==> config.mk <==
export PLATFORM = sky130hd
export DESIGN_NAME = coh_line_ctrl
export DESIGN_NICKNAME = d
export VERILOG_FILES = /design/src/rtl/coh_pkg.sv /design/src/rtl/coh_state_array.sv /design/src/rtl/coh_data_array.sv /design/src/rtl/coh_msg_engine.sv /design/src/rtl/coh_line_ctrl.sv
export SDC_FILE = /design/constraint.sdc
export NUM_CORES = 1
export LEC_CHECK = 0
export BUFFER_PORTS_ARGS = -buffer_cell sky130_fd_sc_hd__buf_2
export CELL_PAD_IN_SITES_DETAIL_PLACEMENT = 1
export CELL_PAD_IN_SITES_GLOBAL_PLACEMENT = 1
export CORE_MARGIN = 3
export CORE_UTILIZATION = 42
export CTS_BUF_LIST = sky130_fd_sc_hd__clkbuf_8
export CTS_CLUSTER_SIZE = 28
export DETAILED_ROUTE_END_ITERATION = 8
export GPL_ROUTABILITY_DRIVEN = 0
export PLACE_DENSITY_LB_ADDON = 0.15
export SYNTH_ARGS = -nofsm -noshare
export SYNTH_HDL_FRONTEND = slang
export SYNTH_SLANG_ARGS = --single-unit
export TNS_END_PERCENT = 100
==> constraint.sdc <==
create_clock -name clk -period 3.2 [get_ports clk]
set_input_delay 0.48 -clock clk [delete_from_list [all_inputs] [get_ports clk]]
set_output_delay 0.48 -clock clk [all_outputs]
set_load 0.05 [all_outputs]
==> src/rtl/coh_pkg.sv <==
package coh_pkg;

    typedef enum logic [1:0] {
        LN_NOTHING = 2'd0,
        LN_SHARED  = 2'd1,
        LN_EXCL    = 2'd2,
        LN_PEND    = 2'd3
    } line_st_e;

    typedef enum logic [3:0] {
        MSG_SH_REQ    = 4'd0,
        MSG_EX_REQ    = 4'd1,
        MSG_WB_REQ    = 4'd2,
        MSG_INV_REQ   = 4'd3,
        MSG_FLUSH_REQ = 4'd4,
        MSG_WB_REP    = 4'd5,
        MSG_INV_REP   = 4'd6,
        MSG_FLUSH_REP = 4'd7,
        MSG_SH_REP    = 4'd8,
        MSG_EX_REP    = 4'd9
    } msg_e;

    typedef enum logic [1:0] {
        VOL_DROP  = 2'd0,
        VOL_DOWN  = 2'd1,
        VOL_FLUSH = 2'd2,
        VOL_RSVD  = 2'd3
    } vol_e;

endpackage

==> src/rtl/coh_state_array.sv <==
module coh_state_array
    import coh_pkg::*;
#(
    parameter int NUM_LINES = 4,
    parameter int AW        = 2
) (
    input  logic            clk,
    input  logic            rst_n,
    input  logic [AW-1:0]   ln_idx,
    input  logic            st_we,
    input  line_st_e        st_nxt,
    input  logic            upg_we,
    input  logic            upg_nxt,
    output line_st_e        st_q  [NUM_LINES],
    output logic            upg_q [NUM_LINES]
);

    for (genvar g = 0; g < NUM_LINES; g++) begin : g_line
        always_ff @(posedge clk or negedge rst_n) begin
            if (!rst_n) begin
                st_q[g]  <= LN_NOTHING;
                upg_q[g] <= 1'b0;
            end else if (ln_idx == AW'(g)) begin
                if (st_we)  st_q[g]  <= st_nxt;
                if (upg_we) upg_q[g] <= upg_nxt;
            end
        end
    end

endmodule

==> src/rtl/coh_data_array.sv <==
module coh_data_array #(
    parameter int NUM_LINES = 4,
    parameter int AW        = 2,
    parameter int DATA_W    = 32
) (
    input  logic              clk,
    input  logic              rst_n,
    input  logic              we,
    input  logic [AW-1:0]     idx,
    input  logic [DATA_W-1:0] wdata,
    output logic [DATA_W-1:0] rd [NUM_LINES]
);

    for (genvar g = 0; g < NUM_LINES; g++) begin : g_word
        always_ff @(posedge clk or negedge rst_n) begin
            if (!rst_n)                     rd[g] <= '0;
            else if (we && idx == AW'(g))   rd[g] <= wdata;
        end
    end

endmodule

==> src/rtl/coh_msg_engine.sv <==
module coh_msg_engine
    import coh_pkg::*;
#(
    parameter int NUM_LINES = 4,
    parameter int AW        = 2,
    parameter int DATA_W    = 32
) (
    input  line_st_e          st_q      [NUM_LINES],
    input  logic              upg_q     [NUM_LINES],
    input  logic [DATA_W-1:0] line_data [NUM_LINES],
    input  logic              cpu_valid,
    input  logic              cpu_store,
    input  logic [AW-1:0]     cpu_addr,
    input  logic [DATA_W-1:0] cpu_wdata,
    input  logic              vol_valid,
    input  logic [1:0]        vol_kind,
    input  logic [AW-1:0]     vol_addr,
    input  logic              in_valid,
    input  logic [3:0]        in_type,
    input  logic [AW-1:0]     in_addr,
    input  logic [DATA_W-1:0] in_data,
    input  logic              out_ready,
    output logic [AW-1:0]     ln_idx,
    output logic              st_we,
    output line_st_e          st_nxt,
    output logic              upg_we,
    output logic              upg_nxt,
    output logic              dat_we,
    output logic [DATA_W-1:0] dat_wdata,
    output logic              msg_valid,
    output msg_e              msg_type,
    output logic [AW-1:0]     msg_addr,
    output logic [DATA_W-1:0] msg_data,
    output logic              msg_has_data,
    output logic              deq,
    output logic              hit,
    output logic              fill
);

    msg_e     in_kind;
    vol_e     v_kind;
    line_st_e i_st, v_st, c_st;
    logic     c_upg;

    assign in_kind = msg_e'(in_type);
    assign v_kind  = vol_e'(vol_kind);
    assign i_st    = st_q[in_addr];
    assign v_st    = st_q[vol_addr];
    assign c_st    = st_q[cpu_addr];
    assign c_upg   = upg_q[cpu_addr];

    always_comb begin
        ln_idx       = '0;
        st_we        = 1'b0;
        st_nxt       = LN_NOTHING;
        upg_we       = 1'b0;
        upg_nxt      = 1'b0;
        dat_we       = 1'b0;
        dat_wdata    = '0;
        msg_valid    = 1'b0;
        msg_type     = MSG_SH_REQ;
        msg_addr     = '0;
        msg_data     = '0;
        msg_has_data = 1'b0;
        deq          = 1'b0;
        hit          = 1'b0;
        fill         = 1'b0;

        if (in_valid) begin
            ln_idx   = in_addr;
            msg_addr = in_addr;
            unique case (in_kind)
                MSG_WB_REQ: begin
                    if (i_st == LN_EXCL) begin
                        if (out_ready) begin
                            deq          = 1'b1;
                            msg_valid    = 1'b1;
                            msg_type     = MSG_WB_REP;
                            msg_data     = line_data[in_addr];
                            msg_has_data = 1'b1;
                            st_we        = 1'b1;
                            st_nxt       = LN_SHARED;
                        end
                    end else begin
                        deq = 1'b1;
                    end
                end
                MSG_FLUSH_REQ: begin
                    if (i_st == LN_EXCL) begin
                        if (out_ready) begin
                            deq          = 1'b1;
                            msg_valid    = 1'b1;
                            msg_type     = MSG_FLUSH_REP;
                            msg_data     = line_data[in_addr];
                            msg_has_data = 1'b1;
                            st_we        = 1'b1;
                            st_nxt       = LN_NOTHING;
                        end
                    end else if (i_st == LN_SHARED) begin
                        if (out_ready) begin
                            deq       = 1'b1;
                            msg_valid = 1'b1;
                            msg_type  = MSG_INV_REP;
                            st_we     = 1'b1;
                            st_nxt    = LN_NOTHING;
                        end
                    end else begin
                        deq = 1'b1;
                    end
                end
                MSG_INV_REQ: begin
                    if (i_st == LN_SHARED) begin
                        if (out_ready) begin
                            deq       = 1'b1;
                            msg_valid = 1'b1;
                            msg_type  = MSG_INV_REP;
                            st_we     = 1'b1;
                            st_nxt    = LN_NOTHING;
                        end
                    end else begin
                        deq = 1'b1;
                    end
                end
                MSG_SH_REP: begin
                    deq = 1'b1;
                    if (i_st == LN_NOTHING || i_st == LN_PEND) begin
                        fill      = 1'b1;
                        dat_we    = 1'b1;
                        dat_wdata = in_data;
                        st_we     = 1'b1;
                        st_nxt    = LN_SHARED;
                    end
                end
                MSG_EX_REP: begin
                    deq = 1'b1;
                    if (i_st == LN_NOTHING || i_st == LN_PEND) begin
                        fill      = 1'b1;
                        dat_we    = 1'b1;
                        dat_wdata = in_data;
                        st_we     = 1'b1;
                        st_nxt    = LN_EXCL;
                        upg_we    = 1'b1;
                        upg_nxt   = 1'b0;
                    end else if (i_st == LN_SHARED) begin
                        st_we     = 1'b1;
                        st_nxt    = LN_EXCL;
                        upg_we    = 1'b1;
                        upg_nxt   = 1'b0;
                    end
                end
                default: deq = 1'b1;
            endcase
        end else if (vol_valid) begin
            ln_idx   = vol_addr;
            msg_addr = vol_addr;
            unique case (v_kind)
                VOL_DROP: begin
                    if (v_st == LN_SHARED && out_ready) begin
                        msg_valid = 1'b1;
                        msg_type  = MSG_INV_REP;
                        st_we     = 1'b1;
                        st_nxt    = LN_NOTHING;
                    end
                end
                VOL_DOWN: begin
                    if (v_st == LN_EXCL && out_ready) begin
                        msg_valid    = 1'b1;
                        msg_type     = MSG_WB_REP;
                        msg_data     = line_data[vol_addr];
                        msg_has_data = 1'b1;
                        st_we        = 1'b1;
                        st_nxt       = LN_SHARED;
                    end
                end
                VOL_FLUSH: begin
                    if (v_st == LN_EXCL && out_ready) begin
                        msg_valid    = 1'b1;
                        msg_type     = MSG_FLUSH_REP;
                        msg_data     = line_data[vol_addr];
                        msg_has_data = 1'b1;
                        st_we        = 1'b1;
                        st_nxt       = LN_NOTHING;
                    end
                end
                default: ;
            endcase
        end else if (cpu_valid) begin
            ln_idx   = cpu_addr;
            msg_addr = cpu_addr;
            unique case (c_st)
                LN_NOTHING: begin
                    if (!c_upg && out_ready) begin
                        msg_valid = 1'b1;
                        msg_type  = cpu_store ? MSG_EX_REQ : MSG_SH_REQ;
                        st_we     = 1'b1;
                        st_nxt    = LN_PEND;
                    end
                end
                LN_SHARED: begin
                    if (!cpu_store) begin
                        hit = 1'b1;
                    end else if (!c_upg && out_ready) begin
                        msg_valid = 1'b1;
                        msg_type  = MSG_EX_REQ;
                        upg_we    = 1'b1;
                        upg_nxt   = 1'b1;
                    end
                end
                LN_EXCL: begin
                    hit = 1'b1;
                    if (cpu_store) begin
                        dat_we    = 1'b1;
                        dat_wdata = cpu_wdata;
                    end
                end
                LN_PEND: ;
                default: ;
            endcase
        end
    end

endmodule

==> src/rtl/coh_line_ctrl.sv <==
module coh_line_ctrl
    import coh_pkg::*;
#(
    parameter int NUM_LINES = 4,
    parameter int DATA_W    = 32,
    parameter int ID_W      = 4,
    parameter int SITE_ID   = 1,
    parameter int HOME_ID   = 0,
    localparam int AW       = (NUM_LINES > 1) ? $clog2(NUM_LINES) : 1
) (
    input  logic              clk,
    input  logic              rst_n,
    input  logic              cpu_valid,
    input  logic              cpu_store,
    input  logic [AW-1:0]     cpu_addr,
    input  logic [DATA_W-1:0] cpu_wdata,
    output logic              cpu_hit,
    output logic              cpu_stall,
    output logic [DATA_W-1:0] cpu_rdata,
    input  logic              vol_valid,
    input  logic [1:0]        vol_kind,
    input  logic [AW-1:0]     vol_addr,
    input  logic              in_valid,
    input  logic [3:0]        in_type,
    input  logic [AW-1:0]     in_addr,
    input  logic [DATA_W-1:0] in_data,
    output logic              in_deq,
    input  logic              out_ready,
    output logic              out_valid,
    output logic [3:0]        out_type,
    output logic [ID_W-1:0]   out_src,
    output logic [ID_W-1:0]   out_dst,
    output logic [AW-1:0]     out_addr,
    output logic [DATA_W-1:0] out_data,
    output logic              out_has_data,
    output logic              fill_evt
);

    line_st_e          st_q      [NUM_LINES];
    logic              upg_q     [NUM_LINES];
    logic [DATA_W-1:0] line_data [NUM_LINES];

    logic [AW-1:0]     ln_idx;
    logic              st_we, upg_we, upg_nxt, dat_we;
    line_st_e          st_nxt;
    logic [DATA_W-1:0] dat_wdata;
    msg_e              msg_type;

    coh_state_array #(.NUM_LINES(NUM_LINES), .AW(AW)) u_state (
        .clk     (clk),
        .rst_n   (rst_n),
        .ln_idx  (ln_idx),
        .st_we   (st_we),
        .st_nxt  (st_nxt),
        .upg_we  (upg_we),
        .upg_nxt (upg_nxt),
        .st_q    (st_q),
        .upg_q   (upg_q)
    );

    coh_data_array #(.NUM_LINES(NUM_LINES), .AW(AW), .DATA_W(DATA_W)) u_data (
        .clk   (clk),
        .rst_n (rst_n),
        .we    (dat_we),
        .idx   (ln_idx),
        .wdata (dat_wdata),
        .rd    (line_data)
    );

    coh_msg_engine #(.NUM_LINES(NUM_LINES), .AW(AW), .DATA_W(DATA_W)) u_engine (
        .st_q         (st_q),
        .upg_q        (upg_q),
        .line_data    (line_data),
        .cpu_valid    (cpu_valid),
        .cpu_store    (cpu_store),
        .cpu_addr     (cpu_addr),
        .cpu_wdata    (cpu_wdata),
        .vol_valid    (vol_valid),
        .vol_kind     (vol_kind),
        .vol_addr     (vol_addr),
        .in_valid     (in_valid),
        .in_type      (in_type),
        .in_addr      (in_addr),
        .in_data      (in_data),
        .out_ready    (out_ready),
        .ln_idx       (ln_idx),
        .st_we        (st_we),
        .st_nxt       (st_nxt),
        .upg_we       (upg_we),
        .upg_nxt      (upg_nxt),
        .dat_we       (dat_we),
        .dat_wdata    (dat_wdata),
        .msg_valid    (out_valid),
        .msg_type     (msg_type),
        .msg_addr     (out_addr),
        .msg_data     (out_data),
        .msg_has_data (out_has_data),
        .deq          (in_deq),
        .hit          (cpu_hit),
        .fill         (fill_evt)
    );

    assign out_type  = msg_type;
    assign out_src   = ID_W'(SITE_ID);
    assign out_dst   = ID_W'(HOME_ID);
    assign cpu_rdata = line_data[cpu_addr];
    assign cpu_stall = cpu_valid && !cpu_hit;

    // a shared request leaves its line waiting for the reply
    p_miss_pending_r2: assert property (@(posedge clk) disable iff (!rst_n)
        out_valid && out_type == 4'd0 |=> st_q[$past(out_addr)] == LN_PEND);

    // a writeback reply leaves a clean shared copy behind
    p_wbrep_shared_r6: assert property (@(posedge clk) disable iff (!rst_n)
        out_valid && out_type == 4'd5 |=> st_q[$past(out_addr)] == LN_SHARED);

    // a fill only happens while a message is consumed
    p_fill_consumes_r7: assert property (@(posedge clk) disable iff (!rst_n)
        fill_evt |-> in_valid && in_deq);

    // no back-to-back exclusive request for a line that stays shared
    p_upg_single_r9: assert property (@(posedge clk) disable iff (!rst_n)
        out_valid && out_type == 4'd1 && st_q[out_addr] == LN_SHARED
        |=> !(out_valid && out_type == 4'd1 && out_addr == $past(out_addr)));

    // a store hit lands in the line array
    p_store_hit_data_r10: assert property (@(posedge clk) disable iff (!rst_n)
        cpu_hit && cpu_store |=> line_data[$past(cpu_addr)] == $past(cpu_wdata));

    // a held message produces neither reply nor fill
    p_held_quiet_r12: assert property (@(posedge clk) disable iff (!rst_n)
        in_valid && !in_deq |-> !out_valid && !fill_evt);

    // an inbound message keeps the processor waiting
    p_inbound_blocks_r13: assert property (@(posedge clk) disable iff (!rst_n)
        in_valid |-> !cpu_hit);

endmodule

# Word level (Yosys, flattened, before mapping)
# Cells that the tools add are included.
[totals] register_bits=140 input_bits=83
[classes] magnitude_cmp=3 n_eq_ne=17 muxes=119 bitwise=3 n_reduce_logical=26
[op_table] operator="two-way mux 32 bit" count=20
[op_table] operator="binary-select mux 32 bit (select 2 bit)" count=3
[op_table] operator="two-way mux 1 bit" count=50
[op_table] operator="two-way mux 2 bit" count=18
[op_table] operator="two-way mux 4 bit" count=8
[op_table] operator="case mux 4 bit (3 select lines)" count=2
[op_table] operator="two-way mux 3 bit" count=6
[op_table] operator="AND reduction 2 bit" count=8
[op_table] operator="== test 2 bit (second input constant)" count=7
[op_table] operator="binary-select mux 2 bit (select 2 bit)" count=3
[op_table] operator="== test 2 x 1 -> 1 bit (second input constant)" count=5
[op_table] operator="greater-or-equal comparator 3 bit (second input constant)" count=3
[op_table] operator="NOT 2 -> 3 bit" count=3
[op_table] operator="== test 4 x 2 -> 1 bit (second input constant)" count=2
[op_table] operator="== test 4 bit (second input constant)" count=2
[op_table] operator="logical AND 1 bit" count=8
[op_table] operator="zero test 2 bit" count=4
[op_table] operator="case mux 4 bit (2 select lines)" count=1
[op_table] operator="case mux 1 bit (2 select lines)" count=3
[op_table] operator="case mux 1 bit (3 select lines)" count=2
[op_table] operator="case mux 2 bit (3 select lines)" count=1
[op_table] operator="OR reduction 2 bit" count=3
[op_table] operator="case mux 1 bit (5 select lines)" count=1
[op_table] operator="== test 4 x 3 -> 1 bit (second input constant)" count=1
[op_table] operator="3 further kinds" count=4

# Depth between registers and ports, before layout
[depth] ltp_word=13 ltp_mapped=10 depth_no_buf=8

# By module
# From an unflattened synthesis, not the netlist that was laid out.
[hier_totals] hier_cells=678 area_unflattened_um2=9272.6
[modules_own_cells] mod="coh_data_array" n_inst=1 cells_per_inst=272 area_each_um2=4744.6
[modules_own_cells] mod="coh_msg_engine" n_inst=1 cells_per_inst=324 area_each_um2=3144.3
[modules_own_cells] mod="coh_line_ctrl" n_inst=1 cells_per_inst=50 area_each_um2=888.4
[modules_own_cells] mod="coh_state_array" n_inst=1 cells_per_inst=32 area_each_um2=495.5

# Worst setup path before layout
# OpenSTA, ideal clock, no wires.
[synth_timing] kind="input to output" startpoint="input port in_addr[0]" endpoint="output port out_data[13]" t_arrival_ns=3.283 setup_slack_ns=-0.563 cell_stages=10 path_buffers=3 path_cell_list="buf_2 buf_2 mux4_2 inv_1 ha_1 nand4bb_1 a21oi_1 nand2_1 clkbuf_1 o22ai_1"
[synth_between] elab_chain_cells=8 elab_cells_between_ends=12
[synth_rtl] element="start: declaration" line="coh_line_ctrl.sv:25" rtl="input logic [AW-1:0] in_addr,"
[synth_rtl] element="NOT 2 -> 3 bit (not written as such) (*)" line="coh_msg_engine.sv:47, coh_msg_engine.sv:79, coh_msg_engine.sv:94"
[synth_rtl] element="binary-select mux 2 bit (select 2 bit) or binary-select mux 32 bit (select 2 bit) (tied branches)" line="coh_msg_engine.sv:47, coh_msg_engine.sv:79, coh_msg_engine.sv:94"
[synth_rtl] element="two-way mux 2 bit (not written as such) or two-way mux 32 bit (tied branches) (2 in a row)" line="coh_msg_engine.sv:47, coh_msg_engine.sv:79, coh_msg_engine.sv:94"
[synth_rtl] element="== test 2 bit or two-way mux 32 bit (tied branches)"
[synth_rtl] element="two-way mux 32 bit (*)" line="coh_msg_engine.sv:89" rtl="if (i_st == LN_EXCL) begin"
[synth_rtl] element="two-way mux 32 bit (*)"
[synth_rtl] element="two-way mux 32 bit (*)" line="coh_msg_engine.sv:69" rtl="if (in_valid) begin"
[synth_rtl] element="end: declaration" line="coh_line_ctrl.sv:34" rtl="output logic [DATA_W-1:0] out_data,"
# Mark *: on every way between the ends. The rest lies on a longest branch, timed or not. The select of a mux whose other input is x is not followed.

# Worst setup path after layout
[layout_timing] startpoint="register u_state.st_q[2] in the netlist's numbering" endpoint="output port out_data[10]"
[layout_between] elab_chain_cells=9 elab_cells_between_ends=15
[layout_rtl] element="start: declaration" line="coh_state_array.sv:14" rtl="output line_st_e st_q [NUM_LINES],"
[layout_rtl] element="start signal: indexed assignment" line="coh_state_array.sv:24" rtl="if (st_we) st_q[g] <= st_nxt;"
[layout_rtl] element="binary-select mux 2 bit (select 2 bit)" line="coh_msg_engine.sv:48" rtl="assign v_st = st_q[vol_addr];"
[layout_rtl] element="two-way mux 2 bit (not written as such) (2 in a row)" line="coh_msg_engine.sv:48"
[layout_rtl] element="== test 2 bit" line="coh_msg_engine.sv:166, coh_msg_engine.sv:176"
[layout_rtl] element="logical AND 1 bit" line="coh_msg_engine.sv:166, coh_msg_engine.sv:176"
[layout_rtl] element="two-way mux 32 bit" line="coh_msg_engine.sv:166, coh_msg_engine.sv:176"
[layout_rtl] element="two-way mux 32 bit"
[layout_rtl] element="two-way mux 32 bit" line="coh_msg_engine.sv:153" rtl="end else if (vol_valid) begin"
[layout_rtl] element="two-way mux 32 bit (*)" line="coh_msg_engine.sv:69"
# Marks and branches as above.

==> qor.yml <==
status: "complete, no violations"
synth_edf_count: 0
clk_latency_ps: 450
wl_met3_um: 2100
die_h_um: 151
fmax_ghz: 0.313
first_pass_iters: 5
worstReg2RegEnd: "u_data.rd[37]"
slowest_stage: "mux4_2"
critical-path-max-stage-delay_ps: 520
hp-class: "input pin to asynchronous set/reset pin"
maxCapViolCount: 0
initial_core_util_pct: 43.3
p_comb_share_pct: 41.3
ys_warn_count: 0
cp_max_fo: 8
final_layout_size_suffix_gt1_share_pct: 46.2
reg2regPathDepth: 8
fin_util_pct: 55.9
r2r-start: "u_state.st_q[2]"
syn_area_um2: 8870
ys_seq_area_share_pct: 39.5
wl_met2_um: 15700
setup_violations: 0
p_int_mw: 4.86
crit_arrival_ps: 2710
grt_antenna_before_repair: 0
port_buffers: 157
p_clk_share_pct: 21.0
grt_max_degree: 104
wirelength_um: 31000
synth-seq-cells: 140
cts_buffers: 17
cts.sinks: 140
hold_violations: 0
final_cell_area_um2: 11500
avgSynthCellArea_um2: 12.8
viasPerCell: 6.48
drtIter0Drc: 533
fin_crit_ps: 3190
die-width_um: 151
end_kind: "primary output"
wl_per_cell_um: 27.4
syn_inst: 694
rows: 52
worstPathCellList: "mux4_2 > inv_2 > ha_4 > nand4bb_4 > a21oi_4 > nand2_8 > buf_16 > o22ai_4 > buf_6"
worstMarginPinSlew_ps: 1220
dpl-instance-area_um2: 10500
drc: 0
layout_common_cells: "160 x a22o_1, 140 x dfrtp_1, 118 x buf_2"
grtUsageTotal_pct: 27.7
switchingPower_mw: 3.09
slew_viol_final: 0
critPathKind: "register to primary output"
die-area_um2: 22900
switching_share_pct: 38.9
r2r_setup_slack_ps: 300
ant_nets: 0
syn2layout_area_growth_pct: 29.1
rsz0062_at_grt: "true"
synth.largest_area_cell: "dfrtp_1"
relSlewSlack_pct: 18.2
cts-root-buf: "clkbuf_8"
fillCellCount: 2037
synth-async-reset-ratio_pct: 100
gr-total-overflow: 0
vias: 7336
synth_flop_cell: "dfrtp_1"
pin_count: 167
pwr_density_cell_nw_per_um2: 694
clock_skew_ps: 15.2
grt_pass1_wl_um: 47500
clk_pin_slew_worst_paths_ps: 80
final_common_cell: "a22o_1"
holdBufCountCts: 0
crit_path_start_kind: "register"
wl_met1_um: 12600
crit_required_ps: 2720
h-tree-depth: 4
synth_cell_types: 46
ys_top_cells_by_area: "dfrtp_1 39%, mux4_2 26%, a22o_1 16%"
grt_pass1_vias: 7995
cts_tree: "done"
synth_top_area_share_pct: 39.5
final_nets: 943
final.period_utilization_pct: 99.8
p_leak_nw: 4.97
dp_hpwl_um: 19500
p_seq_share_pct: 37.7
antenna_cells: 0
core_area_um2: 20500
clockBufferDepth: 2
top_signal_layer_used: "met4"
ir_drop_v: 0.000292
[per-layer routing]
layer | vias to the layer above | global-route usage, %
li1 | 3066 | -
met5 | - | 0
met2 | 324 | 47.0
met1 | 3913 | 36.8
met3 | 33 | 5.54
met4 | 0 | 6.57
[cell families after synthesis]
family | after synthesis | synth area share [%]
other cells | 2 | 0.0846
fa+ha+maj | 10 | 1.41
simple gates | 53 | 3.89
flops | 140 | 39.5
compound gates | 234 | 21.3
mux | 107 | 26.7
buf+inv | 148 | 7.18
[worst max path at each step]
stage,startpoint,to,slack [ps]
final,u_state.st_q[2],out_data[10],8
after global routing,u_state.st_q[2],out_data[4],-120
after CTS,u_state.st_q[2],out_data[23],-30
after detailed placement,in_addr[0],out_data[8],-8
after global placement,in_addr[0],u_data.rd[113],60
after floorplan,in_addr[0],out_data[13],-10
[what timing repair did]
item | CTS | global route
gates resized for setup | 74 | 17
pin swaps | 9 | 1
gates cloned | 4 | 1
setup endpoints to repair | 38 | 38
setup buffers | 6 | 4
[power by group through the flow]
stage	clock, mW	combinational [mW]	sequential (mW)
6_report	1.67	3.28	3.00
5_1_grt	1.78	3.48	3.09
4_1_cts	1.68	3.25	2.98
3_5_place_dp	0	3.18	3.01
3_3_place_gp	0	3.10	2.91
2_1_floorplan	0	2.55	2.79
[metrics by stage]
| step | setup WS, ps | hold WS, ps | instances | power (mW) | TNS, ps |
|---|---|---|---|---|---|
| floorplan | -14.3 | 184 | 701 | 5.34 | -131 |
| detailed placement | -7.60 | 505 | 1086 | 6.19 | -7.60 |
| global route | -123 | 178 | 1132 | 8.35 | -2670 |
| finish | 7.87 | 128 | 1132 | 7.95 | 0 |
| CTS | -34.9 | 188 | 1127 | 7.91 | -394 |
| global placement | 64.2 | 485 | 1086 | 6.01 | 0 |
[cell usage after synthesis (all sizes together), types with 5 or more instances]
library cell	number
a22o	160
dfrtp	140
mux4	103
inv	73
buf	42
clkbuf	33
o22ai	33
o21ai	16
ha	10
nand2	10
nor2b	9
a31oi	7
nand2b	6
nor2	5
[worst max-delay path: cells and delay by family, from the launching register on]
kind,cells,cell delay (ps)
mux,1,520
compound gates,2,370
simple gates,2,290
flops,1,430
buf+inv,3,510
fa+ha+maj,1,140
[sequential cells by signal, summed over array words and instances (netlist names)]
name and count:
u_state.upg_q 4, u_state.st_q 8, u_data.rd 128
[layout make-up]
type                            instances  area [µm²]  share of cell area (%)
Multi-Input combinational cell        413        5360                    46.8
Sequential cell                       140        3500                    30.6
Timing Repair Buffer                  205        1530                    13.4
Tap cell                              270         338                    2.95
Inverter                               73         274                    2.39
Clock buffer                           17         234                    2.04
Clock inverter                         14         218                    1.90
(Power assumes the default switching activity.)
